===== src/rtl/alu_pkg.sv =====
package alu_pkg;

    // Per-operation gating controls shared by every slice
    typedef struct packed {
        logic arith;   // carry chain enabled
        logic inv_a;   // complement operand A
        logic pass_b;  // let operand B through
    } slice_ctrl_t;

endpackage


===== src/rtl/alu_slice.sv =====
module alu_slice
    import alu_pkg::*;
(
    input  slice_ctrl_t ctrl_i,
    input  logic        a_bit_i,
    input  logic        b_bit_i,
    input  logic        carry_i,
    output logic        f_bit_o,
    output logic        carry_o
);

    logic x_op;     // A after optional inversion
    logic y_op;     // B after gating
    logic c_gated;  // incoming carry after mode gating

    always_comb begin
        x_op    = a_bit_i ^ ctrl_i.inv_a;
        y_op    = b_bit_i & ctrl_i.pass_b;
        c_gated = carry_i & ctrl_i.arith;
        f_bit_o = y_op ^ (x_op ^ c_gated);
        carry_o = (c_gated & x_op) | (y_op & (x_op ^ c_gated));
    end

endmodule


===== src/rtl/alu_ripple_chain.sv =====
module alu_ripple_chain
    import alu_pkg::*;
#(
    parameter int WIDTH = 8
) (
    input  slice_ctrl_t      ctrl_i,
    input  logic [WIDTH-1:0] a_i,
    input  logic [WIDTH-1:0] b_i,
    input  logic             carry_i,
    output logic [WIDTH-1:0] f_o,
    output logic             carry_o
);

    localparam int CHAIN_LEN = WIDTH + 1;

    logic [CHAIN_LEN-1:0] link;

    assign link[0] = carry_i;

    for (genvar i = 0; i < WIDTH; i++) begin : g_slice
        alu_slice u_slice (
            .ctrl_i  (ctrl_i),
            .a_bit_i (a_i[i]),
            .b_bit_i (b_i[i]),
            .carry_i (link[i]),
            .f_bit_o (f_o[i]),
            .carry_o (link[i+1])
        );
    end

    // A top slice with a blocked carry can still produce a carry term; mask it
    assign carry_o = link[CHAIN_LEN-1] & ctrl_i.arith;

endmodule


===== src/rtl/gated_slice_alu.sv =====
module gated_slice_alu
    import alu_pkg::*;
#(
    parameter int WIDTH = 8
) (
    input  logic             clk,
    input  logic             rst_n,
    input  logic             arith_en,
    input  logic             inv_a,
    input  logic             pass_b,
    input  logic             carry_in,
    input  logic [WIDTH-1:0] a_in,
    input  logic [WIDTH-1:0] b_in,
    output logic [WIDTH-1:0] f_out,
    output logic             carry_out
);

    localparam int SUM_W = WIDTH + 1;

    typedef struct packed {
        logic [WIDTH-1:0] f;
        logic             c;
    } result_t;

    slice_ctrl_t      ctrl;
    logic [WIDTH-1:0] chain_f;
    logic             chain_c;
    result_t          state_d;
    result_t          state_q;

    assign ctrl = '{arith: arith_en, inv_a: inv_a, pass_b: pass_b};

    alu_ripple_chain #(.WIDTH(WIDTH)) u_chain (
        .ctrl_i  (ctrl),
        .a_i     (a_in),
        .b_i     (b_in),
        .carry_i (carry_in),
        .f_o     (chain_f),
        .carry_o (chain_c)
    );

    always_comb begin
        state_d   = state_q;
        state_d.f = chain_f;
        state_d.c = chain_c;
    end

    always_ff @(posedge clk) begin
        if (!rst_n) begin
            state_q <= '0;
        end else begin
            state_q <= state_d;
        end
    end

    assign f_out     = state_q.f;
    assign carry_out = state_q.c;

    AST_RESET_CLEARS: assert property (@(posedge clk)
        !rst_n |=> (f_out == '0 && !carry_out));

    AST_PASS_A: assert property (@(posedge clk) disable iff (!rst_n)
        (!arith_en && !inv_a && !pass_b) |=> (f_out == $past(a_in)));

    AST_XNOR: assert property (@(posedge clk) disable iff (!rst_n)
        (!arith_en && inv_a && pass_b) |=> (f_out == ~($past(a_in) ^ $past(b_in))));

    AST_LOGIC_NO_CARRY: assert property (@(posedge clk) disable iff (!rst_n)
        !arith_en |=> !carry_out);

    AST_FULL_SUM: assert property (@(posedge clk) disable iff (!rst_n)
        (arith_en && !inv_a && pass_b) |=>
        ({carry_out, f_out} == (SUM_W'($past(a_in)) + SUM_W'($past(b_in))
                                + SUM_W'($past(carry_in)))));

    AST_REVERSE_SUB: assert property (@(posedge clk) disable iff (!rst_n)
        (arith_en && inv_a && pass_b && carry_in) |=>
        (f_out == WIDTH'($past(b_in) - $past(a_in))));

endmodule


===== config.mk =====
export PLATFORM = sky130hd
export DESIGN_NAME = gated_slice_alu
export DESIGN_NICKNAME = d
export VERILOG_FILES = /design/src/rtl/alu_pkg.sv /design/src/rtl/alu_slice.sv /design/src/rtl/alu_ripple_chain.sv /design/src/rtl/gated_slice_alu.sv
export SDC_FILE = /design/constraint.sdc
export NUM_CORES = 1
export LEC_CHECK = 0
export BUFFER_PORTS_ARGS = -buffer_cell sky130_fd_sc_hd__buf_2
export CAP_MARGIN = 0
export CELL_PAD_IN_SITES_DETAIL_PLACEMENT = 1
export CELL_PAD_IN_SITES_GLOBAL_PLACEMENT = 1
export CORE_ASPECT_RATIO = 1.1
export CORE_MARGIN = 2
export CORE_UTILIZATION = 31
export DETAILED_ROUTE_END_ITERATION = 10
export PLACE_DENSITY_LB_ADDON = 0.1
export SLEW_MARGIN = 20
export SYNTH_ARGS = -nofsm -noshare
export SYNTH_HDL_FRONTEND = slang
export SYNTH_SLANG_ARGS = --single-unit
export TNS_END_PERCENT = 50

===== constraint.sdc =====
create_clock -name clk -period 5.8 [get_ports clk]
set_input_delay 0 -clock clk [delete_from_list [all_inputs] [get_ports clk]]
set_output_delay 0 -clock clk [all_outputs]
set_load 0.02 [all_outputs]

==> out/metrics.yaml <==
synth:
  yosys.area.top_type: "dfxtp_1"
  yosys.area_share.simple: 0.2706
  synth_area_leaders: "dfxtp_1, fa_1, and2_1, xor2_1, buf_6"
  synth_top_family_by_area: "adder cells"
  synth.distinct_cells: 6
  syn_area_sq_um: 578.1
  synth_compound_area_frac: 0
  syn_avg_cell_area_sq_um: 11.33
  synth_warnings: 0
  netlist.area_leader.share: 0.3117
  synth_xor_area_frac: 0.1212
  syn_inst: 51
  syn_nets: 81
  synth-seq-area-share: 0.3117
  synth_mux_area_frac: 0
  synth_adder_area_share: 0.2771
  ys_ff_latch: 9
clock_network:
  cts_resized: 0
  clock-sinks: 9
  cts_hold_buf: 0
  cts_root_buffer: "clkbuf_4"
  numCtsBuffers: 3
  cts_buffer_depth: 2
  htree_levels: 1
  postCtsSetupRepairBufs: 0
  path_clk_slew_ns: 0.05
  cts_tree: "done"
layout:
  diodes: 0
  finalNetCount: 115
  layout-drive-gt1-share: 0.3929
  area.growth.synth_to_final_pct: 32.47
  finalNonFillerCells: 102
run_status:
  status: "finished clean"
setup_path:
  path_class: "input pin to flop"
  start_kind: "input pin"
  cp_max_fo: 8
  crit_path_end_kind: "flop"
  crit_arrival_ns: 5.04
  crit_required_ns: 5.94
global_routing:
  grt_usage: 0.09632
  grt_pass1_wl_mm: 1.559
  gr-total-overflow: 0
  antenna_found_initial: 0
  first_global_vias: 420
  grt_max_degree: 10
sta:
  rsz0062_at_grt: "false"
  final.period_utilization: 0.8437
  min_period_ns: 4.893
  drv_slew: 0
  worst_pin_slew_ns: 0.2110
  tns_ns: 0
  finalSetupViolations: 0
  final-hold-violation-count: 0
  max_slew_margin: 0.8593
  fmax_mhz: 204.4
routing:
  vias: 419
  dr.pass1.iters: 1
  viasPerCell: 4.108
  routed_wl_microns: 934
  dr.first_iter.drc_count: 0
  antenna_left: 0
  wl_per_cell_microns: 9.157
  drc: 0
power:
  p_leak_uw: 0.0003929
  worst_ir_drop_vdd_uv: 70.95
  power_density_nw_per_um2: 216.1
flow_run:
  cap_viol_max_count: 0
floorplanning:
  die_w_microns: 45.17
  rows: 16
  start_util: 0.3281
  core_area_sq_um: 1762
  die_height_microns: 49.29
  io_pins: 31
  fp.dieArea_sq_um: 2226
place:
  hpwl_microns: 888
  place_inst: 98
  globalplace.congestion: 0.6568
  io_buffers: 30
worst_hold_path:
  hold_class: "input pin to flop"
per-layer routing:
| layer | vias to the layer above | wire (microns) | track usage |
|---|---|---|---|
| li1 | 218 | - | - |
| met5 | - | 0 | 0 |
| met2 | 21 | 479 | 0.1595 |
| met4 | 0 | 0 | 0.07353 |
| met1 | 180 | 370 | 0.1067 |
| met3 | 0 | 84 | 0.01111 |
Yosys cell counts (all sizes together):
cell type and number:
xor2 8, fa 8, and3 1, buf 1
dfxtp 9, and2 24
power breakdown:
| group | internal (uW) | leakage, uW | switching [uW] |
|---|---|---|---|
| clock | 26.3 | 0.0000150 | 18.5 |
| combinational | 22.8 | 0.000303 | 27.3 |
| sequential | 69.4 | 0.0000748 | 1.25 |
cell type report:
type	count	area (sq um)
fill	229	996.0
sequential	9	180.2
timing repair buffer	30	150.1
multi-input combinational	41	386.6
clock buffer	4	26.28
tap	18	22.52
per-stage QoR:
step                      setup WS, ns  utilization  hold slack, ns  cell area, sq um  total power [uW]
final                           0.9066       0.4347         0.03221             765.7             165.5
after global routing            0.6890       0.4347         0.05198             765.7             179.4
after CTS                       0.8653       0.4347         0.03629             765.7             169.2
after detailed placement        0.5990       0.4197          0.3007             739.5             123.9
after global placement          0.6325       0.4197          0.2971             739.5             123.3
after floorplan                 0.8704            -          0.1217             578.1             103.9
path summary, 6_finish.rpt:
check | start | end | slack [ns] | depth (start not counted)
setup / recovery | inv_a | f_out[7] | 0.91 | 18
hold / removal | rst_n | f_out[2] | 0.03 | 2
flip-flops by register name, indices dropped and copies added (netlist names):
register   flops
carry_out      1
f_out          8
cells by family after synthesis:
logic type,Yosys count
and+or+nand+nor,25
adders and majority gates,8
xor gates and xnor gates,8
DFF,9
buffers and inverters,1
critical path, cell delays in order:
cell and delay, ns:
buf_2 0.17, xor2_1 0.19, fa_1 0.38, and2_1 0.16, fa_1 0.41, and2_1 0.18, fa_1 0.41, and2_1 0.18
fa_1 0.40, and2_1 0.18, fa_1 0.40, and2_1 0.18, fa_1 0.41, and2_1 0.18, fa_1 0.40, and2_1 0.18
fa_1 0.46, and2_1 0.16
layout by cell type, fill, tap and decap left out:
master	Yosys	layout
and2_1	24	24
and3_1	1	1
buf_2	0	30
clkbuf_1	0	1
clkbuf_4	0	3
dfxtp_1	9	9
fa_1	8	8
xor2_1	8	8
Power figures use the tool's default switching activity.
